==> src/rtl/tx_ingress_pkg.sv <==
package tx_ingress_pkg;
    typedef enum logic [1:0] {
        ST_IDLE  = 2'd0,
        ST_FRAME = 2'd1,
        ST_DROP  = 2'd2
    } ing_state_t;
endpackage

==> src/rtl/tx_ingress_parity.sv <==
module tx_ingress_parity #(
    parameter int DATA_W = 16
) (
    input  logic [DATA_W-1:0] data,
    input  logic              par,
    input  logic              odd_sel,
    output logic              bad
);
    logic ones_odd;

    always_comb begin
        ones_odd = (^data) ^ par;
        bad      = odd_sel ? ~ones_odd : ones_odd;
    end
endmodule

==> src/rtl/tx_ingress_fsm.sv <==
module tx_ingress_fsm
    import tx_ingress_pkg::*;
(
    input  logic clk,
    input  logic rst_n,
    input  logic cell_mode,
    input  logic valid,
    input  logic sof,
    input  logic eof,
    input  logic err,
    output logic do_write,
    output logic do_last,
    output logic do_abort,
    output logic do_viol
);
    ing_state_t st, st_nxt;
    logic err_q, eof_q;

    always_ff @(posedge clk or negedge rst_n) begin
        if (!rst_n) st <= ST_IDLE;
        else        st <= st_nxt;
    end

    always_comb begin
        err_q    = err & ~cell_mode;
        eof_q    = eof & ~cell_mode;
        st_nxt   = st;
        do_write = 1'b0;
        do_last  = 1'b0;
        do_abort = 1'b0;
        do_viol  = 1'b0;
        if (valid) begin
            unique case (st)
                ST_IDLE: begin
                    if (err_q) begin
                        st_nxt = ST_DROP;
                    end else if (sof) begin
                        do_write = 1'b1;
                        do_last  = eof_q;
                        st_nxt   = eof_q ? ST_IDLE : ST_FRAME;
                    end else begin
                        do_viol = 1'b1;
                    end
                end
                ST_FRAME: begin
                    if (err_q) begin
                        do_abort = 1'b1;
                        st_nxt   = ST_DROP;
                    end else begin
                        do_write = 1'b1;
                        do_last  = eof_q;
                        if (eof_q) st_nxt = ST_IDLE;
                    end
                end
                ST_DROP: begin
                    if (!err_q && sof) begin
                        do_write = 1'b1;
                        do_last  = eof_q;
                        st_nxt   = eof_q ? ST_IDLE : ST_FRAME;
                    end
                end
                default: st_nxt = ST_IDLE;
            endcase
        end
    end
endmodule

==> src/rtl/tx_ingress_wstage.sv <==
module tx_ingress_wstage #(
    parameter int DATA_W = 16,
    parameter int BCNT_W = 2
) (
    input  logic              clk,
    input  logic              rst_n,
    input  logic              do_write,
    input  logic              do_last,
    input  logic              do_abort,
    input  logic              narrow,
    input  logic              pad,
    input  logic              par_bad,
    input  logic              valid,
    input  logic [DATA_W-1:0] data,
    output logic              wr_en,
    output logic [DATA_W-1:0] wr_data,
    output logic              wr_last,
    output logic              wr_abort,
    output logic [BCNT_W-1:0] wr_bytes,
    output logic              par_err
);
    localparam logic [BCNT_W-1:0] FULL_BYTES = BCNT_W'(DATA_W / 8);
    localparam logic [BCNT_W-1:0] ONE_BYTE   = BCNT_W'(1);

    logic [BCNT_W-1:0] bytes_d;

    always_comb begin
        if (do_abort)               bytes_d = '0;
        else if (narrow)            bytes_d = ONE_BYTE;
        else if (do_last && pad)    bytes_d = ONE_BYTE;
        else                        bytes_d = FULL_BYTES;
    end

    always_ff @(posedge clk or negedge rst_n) begin
        if (!rst_n) begin
            wr_en    <= 1'b0;
            wr_data  <= '0;
            wr_last  <= 1'b0;
            wr_abort <= 1'b0;
            wr_bytes <= '0;
            par_err  <= 1'b0;
        end else begin
            wr_en    <= do_write | do_abort;
            wr_data  <= do_abort ? '0 : data;
            wr_last  <= do_last & ~do_abort;
            wr_abort <= do_abort;
            wr_bytes <= bytes_d;
            par_err  <= valid & par_bad;
        end
    end
endmodule

==> src/rtl/tx_ingress_vcount.sv <==
module tx_ingress_vcount #(
    parameter int CNT_W = 8
) (
    input  logic             clk,
    input  logic             rst_n,
    input  logic             inc,
    output logic [CNT_W-1:0] cnt
);
    always_ff @(posedge clk or negedge rst_n) begin
        if (!rst_n)               cnt <= '0;
        else if (inc && ~&cnt)    cnt <= cnt + 1'b1;
    end
endmodule

==> src/rtl/tx_ingress.sv <==
module tx_ingress #(
    parameter int DATA_W = 16,
    parameter int CNT_W  = 8,
    localparam int BCNT_W = $clog2(DATA_W / 8 + 1)
) (
    input  logic              clk,
    input  logic              rst_n,
    input  logic              cfg_cell_mode,
    input  logic              cfg_odd_par,
    input  logic              cfg_narrow,
    input  logic              in_valid,
    input  logic [DATA_W-1:0] in_data,
    input  logic              in_sof,
    input  logic              in_eof,
    input  logic              in_par,
    input  logic              in_err,
    input  logic              in_pad,
    output logic              wr_en,
    output logic [DATA_W-1:0] wr_data,
    output logic              wr_last,
    output logic              wr_abort,
    output logic [BCNT_W-1:0] wr_bytes,
    output logic              par_err,
    output logic [CNT_W-1:0]  viol_cnt
);
    logic par_bad;
    logic do_write, do_last, do_abort, do_viol;

    tx_ingress_parity #(.DATA_W(DATA_W)) u_par (
        .data    (in_data),
        .par     (in_par),
        .odd_sel (cfg_odd_par),
        .bad     (par_bad)
    );

    tx_ingress_fsm u_fsm (
        .clk       (clk),
        .rst_n     (rst_n),
        .cell_mode (cfg_cell_mode),
        .valid     (in_valid),
        .sof       (in_sof),
        .eof       (in_eof),
        .err       (in_err),
        .do_write  (do_write),
        .do_last   (do_last),
        .do_abort  (do_abort),
        .do_viol   (do_viol)
    );

    tx_ingress_wstage #(.DATA_W(DATA_W), .BCNT_W(BCNT_W)) u_ws (
        .clk      (clk),
        .rst_n    (rst_n),
        .do_write (do_write),
        .do_last  (do_last),
        .do_abort (do_abort),
        .narrow   (cfg_narrow),
        .pad      (in_pad),
        .par_bad  (par_bad),
        .valid    (in_valid),
        .data     (in_data),
        .wr_en    (wr_en),
        .wr_data  (wr_data),
        .wr_last  (wr_last),
        .wr_abort (wr_abort),
        .wr_bytes (wr_bytes),
        .par_err  (par_err)
    );

    tx_ingress_vcount #(.CNT_W(CNT_W)) u_vc (
        .clk   (clk),
        .rst_n (rst_n),
        .inc   (do_viol),
        .cnt   (viol_cnt)
    );
endmodule

==> config.mk <==
export PLATFORM = sky130hd
export DESIGN_NAME = tx_ingress
export DESIGN_NICKNAME = d
export VERILOG_FILES = /design/src/rtl/tx_ingress_pkg.sv /design/src/rtl/tx_ingress_parity.sv /design/src/rtl/tx_ingress_fsm.sv /design/src/rtl/tx_ingress_wstage.sv /design/src/rtl/tx_ingress_vcount.sv /design/src/rtl/tx_ingress.sv
export SDC_FILE = /design/constraint.sdc
export NUM_CORES = 1
export LEC_CHECK = 0
export BUFFER_PORTS_ARGS = -buffer_cell sky130_fd_sc_hd__buf_4
export CELL_PAD_IN_SITES_DETAIL_PLACEMENT = 2
export CELL_PAD_IN_SITES_GLOBAL_PLACEMENT = 2
export CORE_MARGIN = 1.5
export CORE_UTILIZATION = 29
export DETAILED_ROUTE_END_ITERATION = 8
export HOLD_SLACK_MARGIN = 0.08
export PLACE_DENSITY_LB_ADDON = 0.1
export SLEW_MARGIN = 10
export SYNTH_ARGS = -nofsm -noshare
export SYNTH_HDL_FRONTEND = slang
export SYNTH_SLANG_ARGS = --single-unit
==> constraint.sdc <==
create_clock -name clk -period 2 [get_ports clk]
set_input_delay 0.1 -clock clk [delete_from_list [all_inputs] [get_ports clk]]
set_output_delay 0.1 -clock clk [all_outputs]
set_load 0.01 [all_outputs]
; ---- Word level (Yosys, flattened, before mapping)
; Cells that the tools add are included.
[classes]
n_mux = 31
magnitude_cmp = 0
addsub = 1
bitwise_logic = 9
mul = 0
reduce_logical = 9
n_eq_ne = 5
div = 0
shift = 0
[op_table]
columns = operator, count
row1 = $mux 1, 19
row2 = $mux 16, 1
row3 = $mux 2, 8
row4 = $reduce_xor 16->1, 1
row5 = $add 8x1->8 const B, 1
row6 = $reduce_and 8->1, 1
row7 = $pmux 1 s3, 2
row8 = $pmux 2 s3, 1
row9 = $and 1x1->1, 4
row10 = $reduce_and 4->1, 1
row11 = $logic_and 1x1->1, 3
row12 = $ne 3x1->1 const B, 1
row13 = $ne 3x2->1 const B, 1
row14 = $not 1->1, 3
row15 = $eq 2x1->1 const B, 1
row16 = $eq 2x2->1 const B, 1
row17 = $logic_not 1->1, 2
row18 = $logic_not 2->1, 1
row19 = $ne 2x1->1 const B, 1
row20 = $or 1x1->1, 1
row21 = $xor 1x1->1, 1
[totals]
out_inout_bits = 30
latch_bits = 0
in_bits = 27
n_memories = 0
rom_bits = 0
reg_bits = 32
mem_bits_rw = 0
elab_cells = 63

; ---- Logic depth before layout (Yosys ltp)
; Gate-level depths: netlist (run 1).
[depth]
depth_word = 11
ltp_mapped = 5
ltp_nobuf = 4

; ---- Modules after synthesis
; From an unflattened synthesis (run 1), not the netlist that was laid out.
[unflattened]
hier_cells = 115
hier_area_um2 = 1451.4
[by_module_without_submodules]
columns = module, area_each_um2, instances, cells_per_inst
row1 = tx_ingress_wstage, 700.7, 1, 46
row2 = tx_ingress_vcount, 390.4, 1, 35
row3 = tx_ingress_fsm, 198.9, 1, 18
row4 = tx_ingress_parity, 161.4, 1, 16

; ---- Worst setup path after synthesis (run 1)
; OpenSTA, ideal clock, no wires.
[synth_timing]
path_kind = register to register
start = register u_fsm.st[0]
end = register u_vc.cnt[1]
t_required_ps = 1875
period_less_slack_ps = 1689
arrival_ps = 1564
path_stages_with_launch = 5
setup_slack_ps = 311
cell_sequence = dfrtp_1 or4b_4 nor2_4 o31a_2 mux2_2
[synth_via]
elab_chain_cells = 4
[synth_lines]
columns = element, line
row1 = start: declaration, tx_ingress_fsm.sv:16  ; ing_state_t st, st_nxt;
row2 = start signal: assignment, tx_ingress_fsm.sv:21  ; else st <= st_nxt;
row3 = $logic_not 2->1, tx_ingress_fsm.sv:33  ; unique case (st)
row4 = $mux 1, tx_ingress_fsm.sv:33
row5 = $mux 1, tx_ingress_fsm.sv:32  ; if (valid) begin
row6 = $logic_and 1x1->1, tx_ingress_vcount.sv:11  ; else if (inc && ~&cnt) cnt <= cnt + 1'b1;
row7 = end signal: assignment, tx_ingress_vcount.sv:11
row8 = end: declaration, tx_ingress_vcount.sv:7  ; output logic [CNT_W-1:0] cnt
; No other way between the ends.
; A chain may end at the register's enable or synchronous reset.

; ---- Final worst setup path (run 1)
; Ends and elaborated chain as after synthesis.

==> results_dict.tcl, run 1 <==
set metrics [dict create \
    status "complete, no violations" \
    dpl_worst_slack_ns 0.194 \
    drive_gt1_frac 0.351 \
    rows 25 \
    first_iter_violations 33 \
    report.final.slew_viol_count 0 \
    start_util 0.302 \
    synth_edf_count 0 \
    setup_tns_ns 0 \
    rsz0062_at_grt "false" \
    tightest_slew_ns 0.429 \
    fin_ws_ns 0.189 \
    ant_nets 0 \
    min_period_ns 1.81 \
    crit_chain "or4b_4, nor2_4, o31a_2, mux2_2" \
    syn_nets 147 \
    fmax_mhz 552 \
    htreeDepth 2 \
    path_clk_slew_ns 0.06 \
    synth_area_leaders "dfrtp_1 (56%), and2_1 (7.5%), xnor2_1 (6.1%)" \
    dp_cells 242 \
    dieWidth_um 73.1 \
    synth_top_area_cell "dfrtp_1" \
    n_fill_cell 481 \
    ys_types 30 \
    cp_data_arrival_time_ns 1.97 \
    ys.warnings.count 0 \
    grt_usage 0.168 \
    cp_num_buf_inv 0 \
    root_buffer "clkbuf_8" \
    grt_pass1_vias 1381 \
    hold_class "primary input to flop" \
    p_leak_nw 1.04 \
    critPathMaxFanout 7 \
    fin_crit_sh 0.906 \
    n_antenna_cell 0 \
    synth_most_common_cell "dfrtp_1" \
    max_stage_delay_ns 0.56 \
    synthTopCellsByCount "dfrtp_1 (32), and2_1 (17), nand2_1 (10), xnor2_1 (10), o21ai_0 (6)" \
    routed_wl_um 4100 \
    syn_inst 119 \
    synthFlopType "dfrtp_1" \
    required_ns 2.16 \
    cp_slowest_cell "or4b_4" \
    end_kind "flop" \
    gr-total-overflow 0 \
    finalSetupViolations 0 \
    grt_pass1_wl_um 6640 \
    fp.dieArea_um2 5340 \
    start_kind "flop" \
    firstDrtPassIters 4 \
    port_buffers 56 \
    finalHoldViolCount 0 \
    syn-cell-area_um2 1430 \
    peakVddDrop_v 0.000305 \
    via_count 1222 \
    fin_cells 269 \
    postSynthAreaPerCell_um2 12.0 \
    post_cts_buffers 0 \
    drv_cap 0 \
    ys_ff_latch 32 \
    maxSlewHeadroom 0.714 \
    place_hpwl_um 2720 \
    worstSetupPathType "flop to flop" \
    antenna_found_initial 0 \
    pin_count 57 \
    ys_seq_area_frac 0.562 \
    synthArstFlopShare 1.00 \
    cts_tree "built" \
    core-area_um2 4720 \
    total_power_w 0.00184 \
    cts_max_path_buffers 2 \
    drcViolationCount 0 \
    viasPerCell 4.54 \
    gp_congestion 0.771 \
    finalNetCount 229 \
    clock_sinks 32 \
    finalClockSkew_ns 0.00188 \
    power.density_nw_per_um2 832 \
    clk-insertion-delay-late_ns 0.28 \
    critPathTopFamily "simple AND/OR/NAND/NOR gates" \
    grt_max_degree 33 \
    area_growth_pct 55.3 \
    wl_per_cell_um 15.2 \
    numCtsBuffers 5 \
    die_h_um 73.1 \
    synth_top_area_frac 0.562 \
]
==> sequential cells by signal (all words and copies together) (netlist names) <==
name,flops
u_ws.wr_data,16
u_vc.cnt,8
u_fsm.st,2
u_ws.wr_en,1
u_ws.wr_last,1
u_ws.wr_abort,1
u_ws.wr_bytes,2
u_ws.par_err,1
==> cells in the final DEF, fill, tap and decap left out, drive strengths merged, types with 4 or more instances in the layout <==
cell type,netlist,layout
buf,0,57
dfrtp,32,32
dlygate4sd3,0,19
and2,17,17
xnor2,10,10
nand2,10,10
clkbuf,1,8
mux2,7,7
o21ai,6,6
nor2,6,6
nand3,4,4
==> power by group <==
part	switching [W]	leakage [nW]	internal [W]
registers	0.0000897	0.395	0.000733
logic	0.000220	0.601	0.000289
clock network	0.000228	0.0455	0.000280
==> stage by stage <==
step	cell area, um^2	utilization	hold WS (ns)
CTS	2210	0.469	0.110
detailed placement	1930	0.409	0.0790
floorplan	1430	-	-0.196
finish	2210	0.469	0.118
global route	2210	0.469	0.147
global placement	1930	0.409	0.0650
==> per-layer routing <==
metal / vias to the layer above / global-route usage / share of wire
li1: 566 / - / -
met1: 615 / 0.181 / 0.38
met2: 35 / 0.312 / 0.55
met3: 6 / 0.0456 / 0.050
met4: 0 / 0.0566 / 0.012
met5: - / 0 / 0
==> cell type report <==
type	count	area, um^2	area share
timing repair buffer	76	618	0.279
sequential	32	801	0.362
inverter	2	7.51	0.00339
clock buffer	8	90.1	0.0407
multi-input combinational	84	613	0.277
tap	67	83.8	0.0379
==> what timing repair did <==
action                                  CTS  global route
endpoints found under the hold margin    49             0
endpoints found under the setup margin    0             1
hold buffers                             19             0
resized for setup                         0             1
==> path summary, 6_finish.rpt <==
path / slack (ns) / startpoint / end / depth (start not counted)
setup / recovery: 0.19 / u_fsm.st[0] / u_vc.cnt[1] / 4
hold / removal: 0.12 / in_valid / u_ws.par_err / 3
setup reg to reg: 0.19 / u_fsm.st[0] / u_vc.cnt[1] / 4
hold reg to reg: 0.54 / u_vc.cnt[0] / u_vc.cnt[0] / 1
max in group asynchronous: 1.37 / rst_n / u_vc.cnt[5] / 2
min in group asynchronous: 0.31 / rst_n / u_vc.cnt[0] / 2
==> cells by family (layout without fill, tap and decap cells) <==
group,count (synthesis),count (layout),synth area share
and+or+nand+nor,47,47,0.191
xor gates and xnor gates,15,15,0.111
DFF,32,32,0.562
AOI/OAI and AO/OA,13,13,0.0562
adders and majority gates,1,1,0.00878
muxes,8,8,0.0623
buffers and inverters,3,86,0.00790
==> worst reg2reg max path, cell delays in order, from the launching register on <==
cell	delay [ns]
dfrtp_1	0.44
or4b_4	0.56
nor2_4	0.16
o31a_2	0.20
mux2_2	0.34
(Power assumes the default switching activity.)
==> inputs of run 2 (changes only) <==
CORE_UTILIZATION = 31   (was 29)
clock period = 2.2 ns   (was 2 ns; I/O delays follow)
==> results_dict.tcl, run 2 (synthesis gave the netlist of run 1 again) <==
set metrics [dict create \
    status "complete, no violations" \
    critPathTopFamily "simple AND/OR/NAND/NOR gates" \
    combPwrFrac 0.274 \
    start_kind "flop" \
    wl_per_cell_um 17.3 \
    drv_cap 0 \
    dieWidth_um 70.8 \
    port_buffers 56 \
    mostFrequentLayoutCell "buf_4" \
    seq_power_share 0.440 \
    end_kind "flop" \
    p_leak_nw 1.04 \
    ctsResizeCount 0 \
    largest_reg_flops 16 \
    gp_congestion 0.795 \
    fin_ws_ns 0.387 \
    path_clk_slew_ns 0.07 \
    setup_tns_ns 0 \
    largestRegisters "u_ws.wr_data x16, u_vc.cnt x8" \
    p_sw_frac 0.303 \
    fin_util 0.498 \
    rows 24 \
    report.final.slew_viol_count 0 \
    max_stage_delay_ns 0.56 \
    tightest_slew_ns 0.442 \
    grt_pass1_vias 1367 \
    numCtsBuffers 5 \
    critPathMaxFanout 7 \
    start_util 0.325 \
    viasPerCell 4.70 \
    n_antenna_cell 0 \
    p_int_w 0.00118 \
    final_cell_mix "buf_4 (57), dfrtp_1 (32), dlygate4sd3_1 (18)" \
    clk-insertion-delay-late_ns 0.29 \
    root_buffer "clkbuf_8" \
    cp_data_arrival_time_ns 1.99 \
    top_register "u_ws.wr_data" \
    die_h_um 70.8 \
    fp.dieArea_um2 5010 \
    worstSetupPathType "flop to flop" \
    min_period_ns 1.81 \
    htreeDepth 2 \
    p_clk_frac 0.286 \
    finalSetupViolations 0 \
    required_ns 2.38 \
    dpl_worst_slack_ns 0.395 \
    fin_crit_sh 0.824 \
    core-area_um2 4380 \
    gr-total-overflow 0 \
    via_count 1189 \
    grt_usage 0.191 \
    rsz0062_at_grt "false" \
    crit_chain "or4b_4, nor2_4, o31a_2, mux2_2" \
    cp_num_buf_inv 0 \
    routed_wl_um 4380 \
    fmax_mhz 552 \
    hold_class "primary input to flop" \
    antenna_found_initial 0 \
    ant_nets 0 \
    cts_max_path_buffers 2 \
    postPlaceCellArea_um2 1910 \
    cts_tree "built" \
    maxSlewHeadroom 0.706 \
    drive_gt1_frac 0.353 \
    firstDrtPassIters 4 \
    grt_max_degree 33 \
    power.density_nw_per_um2 776 \
    finalNetCount 228 \
    fin_area_um2 2180 \
    first_iter_violations 55 \
    pin_count 57 \
    place_hpwl_um 2610 \
    grt_pass1_wl_um 7220 \
    finalClockSkew_ns 0.00182 \
    cp_slowest_cell "or4b_4" \
    drcViolationCount 0 \
    power.switching_w 0.000513 \
    total_power_w 0.00170 \
    finalHoldViolCount 0 \
    clock_sinks 32 \
    peakVddDrop_v 0.000464 \
    area_growth_pct 53.3 \
]
run 2: worst reg2reg max path: stages, from the launching register on:
cell	delay, ns
dfrtp_1	0.45
or4b_4	0.56
nor2_4	0.17
o31a_2	0.20
mux2_2	0.33
run 2: what timing repair did:
item / 4_1_cts / 5_1_grt
endpoints found under the hold margin: 49 / 0
setup buffers: 0 / 0
hold buffers: 18 / 0
run 2: path summary, 6_finish.rpt:
check,startpoint,endpoint,slack (ns),cells past startpoint
max,u_fsm.st[0],u_vc.cnt[1],0.39,4
min,in_pad,u_ws.wr_bytes[0],0.10,3
max reg2reg,u_fsm.st[0],u_vc.cnt[1],0.39,4
min reg2reg,u_vc.cnt[0],u_vc.cnt[0],0.55,1
max in group asynchronous,rst_n,u_fsm.st[0],1.58,2
min in group asynchronous,rst_n,u_ws.wr_data[3],0.30,2
run 2: layer usage:
layer | vias up | part of all wire | GRT usage
li1 | 559 | - | -
met1 | 589 | 0.38 | 0.208
met2 | 36 | 0.56 | 0.359
met3 | 5 | 0.049 | 0.0627
met4 | 0 | 0.0094 | 0.0440
met5 | - | 0 | 0
run 2: metrics by stage:
stage	hold WS (ns)	instances
finish	0.104	253
global route	0.107	253
CTS	0.0857	253
detailed placement	0.0860	227
global placement	0.0741	227
floorplan	-0.186	119
run 2: cell type report:
class	count	area (um^2)
Timing Repair Buffer	75	608
Fill cell	454	2200
Clock buffer	8	90.1
Tap cell	52	65.1
Multi-Input combinational cell	84	613
Sequential cell	32	801
Inverter	2	7.51
run 2: power groups by stage:
stage	logic (W)	registers (W)	clock network (W)
final	0.000465	0.000746	0.000484
after detailed placement	0.000438	0.000755	0
after CTS	0.000466	0.000746	0.000491
after global routing	0.000509	0.000764	0.000517
after floorplan	0.000183	0.000774	0
after global placement	0.000418	0.000747	0
==> inputs of run 3 (changes only) <==
CORE_UTILIZATION = 26   (was 31)
clock period = 1.6 ns   (was 2.2 ns; I/O delays follow)
==> results_dict.tcl, run 3 (synthesis gave the netlist of run 1 again) <==
set metrics [dict create \
    status "complete, but fails checks" \
    violations "setup timing" \
    core-area_um2 5200 \
    peakVddDrop_v 0.000502 \
    area_growth_pct 63.4 \
    mostFrequentLayoutCell "buf_4" \
    cp_slowest_cell "or4b_4" \
    p_leak_nw 1.11 \
    viasPerCell 4.30 \
    drcViolationCount 0 \
    start_kind "flop" \
    finalClockSkew_ns 0.00296 \
    max_stage_delay_ns 0.54 \
    dieWidth_um 77.0 \
    grt_max_degree 33 \
    finalNetCount 240 \
    final_cell_mix "buf_4 (67), dfrtp_1 (32), dlygate4sd3_1 (19)" \
    via_count 1212 \
    grt_pass1_wl_um 6730 \
    hold_class "primary input to flop" \
    power.switching_w 0.000685 \
    die_h_um 77.0 \
    p_sw_frac 0.294 \
    firstDrtPassIters 2 \
    grt_pass1_vias 1411 \
    fin_util 0.447 \
    critPathMaxFanout 6 \
    numCtsBuffers 5 \
    tightest_slew_ns 0.420 \
    postPlaceCellArea_um2 1990 \
    report.final.slew_viol_count 0 \
    ant_nets 0 \
    start_util 0.274 \
    gp_congestion 0.718 \
    path_clk_slew_ns 0.06 \
    wl_per_cell_um 14.4 \
    routed_wl_um 4050 \
    clk-insertion-delay-late_ns 0.28 \
    required_ns 1.76 \
    drv_cap 0 \
    fin_cells 282 \
    grt_usage 0.149 \
    seq_power_share 0.427 \
    drive_gt1_frac 0.401 \
    dp_cells 252 \
    rows 26 \
    min_period_ns 1.67 \
    rsz0062_at_grt "true" \
    p_clk_frac 0.248 \
    largestRegisters "u_ws.wr_data x16, u_vc.cnt x8" \
    place_hpwl_um 2860 \
    power.density_nw_per_um2 1000 \
    finalSetupViolations 6 \
    crit_chain "or4b_4, nor2_4, o31a_4, mux2_4" \
    clock_sinks 32 \
    gr-total-overflow 0 \
    fp.dieArea_um2 5930 \
    r2r_slack_ns -0.07 \
    fin_ws_ns -0.0746 \
    fin_area_um2 2330 \
    pin_count 57 \
    htreeDepth 2 \
    first_iter_violations 30 \
    top_register "u_ws.wr_data" \
    largest_reg_flops 16 \
    maxSlewHeadroom 0.720 \
    finalHoldViolCount 0 \
    fmax_mhz 597 \
    holdWs_ns 0.112 \
    cts_tree "built" \
    root_buffer "clkbuf_8" \
    antenna_found_initial 0 \
    n_antenna_cell 0 \
    cp_data_arrival_time_ns 1.84 \
    worstSetupPathType "flop to flop" \
    p_int_w 0.00165 \
    cts_max_path_buffers 2 \
    combPwrFrac 0.325 \
    fin_crit_sh 1.05 \
    port_buffers 56 \
    dpl_worst_slack_ns -0.100 \
    end_kind "flop" \
]
==> run 3: power groups by stage <==
| stage | Combinational, W | Sequential, W | Clock [W] |
|---|---|---|---|
| finish | 0.000758 | 0.000996 | 0.000579 |
| detailed placement | 0.000684 | 0.00102 | 0 |
| global route | 0.000829 | 0.00101 | 0.000653 |
| CTS | 0.000738 | 0.00100 | 0.000613 |
| floorplan | 0.000251 | 0.00106 | 0 |
| global placement | 0.000659 | 0.00101 | 0 |
==> run 3: cell type report <==
| type | instances | area [um^2] |
|---|---|---|
| Clock buffer | 6 | 72.6 |
| Clock inverter | 1 | 5.00 |
| Fill cell | 568 | 2880 |
| Inverter | 2 | 7.51 |
| Multi-Input combinational cell | 84 | 651 |
| Sequential cell | 32 | 801 |
| Tap cell | 70 | 87.6 |
| Timing Repair Buffer | 87 | 704 |
==> run 3: worst paths after layout <==
kind / from / end / cells after the start
max: u_fsm.st[0] / u_vc.cnt[1] / 4
min: in_sof / u_fsm.st[0] / 3
max reg2reg: u_fsm.st[0] / u_vc.cnt[1] / 4
min reg2reg: u_vc.cnt[0] / u_vc.cnt[0] / 2
max in group asynchronous: rst_n / u_ws.par_err / 2
min in group asynchronous: rst_n / u_vc.cnt[3] / 2
==> run 3: per-stage QoR <==
stage | power [W] | setup TNS (ns)
final | 0.00233 | -0.269
after detailed placement | 0.00170 | -0.249
after global placement | 0.00166 | -0.132
after global routing | 0.00250 | -0.624
after CTS | 0.00235 | -0.306
after floorplan | 0.00132 | -0.206
==> run 3: worst max-delay path: cells and delay by family, from the launching register on <==
family,cells,cell delay (ns)
multiplexers,1,0.29
AO/OA/AOI/OAI,1,0.18
AND/OR/NAND/NOR,2,0.71
flip-flops,1,0.38
==> run 3: what timing repair did <==
| item | in CTS | in global routing |
|---|---|---|
| setup buffers | 1 | 3 |
| resized for setup | 1 | 8 |
| hold endpoints to repair | 49 | 0 |
| setup endpoints to repair | 6 | 9 |
| pin swaps | 1 | 3 |
| hold buffers | 19 | 0 |
==> run 3: metal layers <==
layer | GRT usage | part of all wire
met5 | 0 | 0
met3 | 0.0571 | 0.061
met4 | 0.0436 | 0.0084
met1 | 0.150 | 0.39
met2 | 0.281 | 0.54
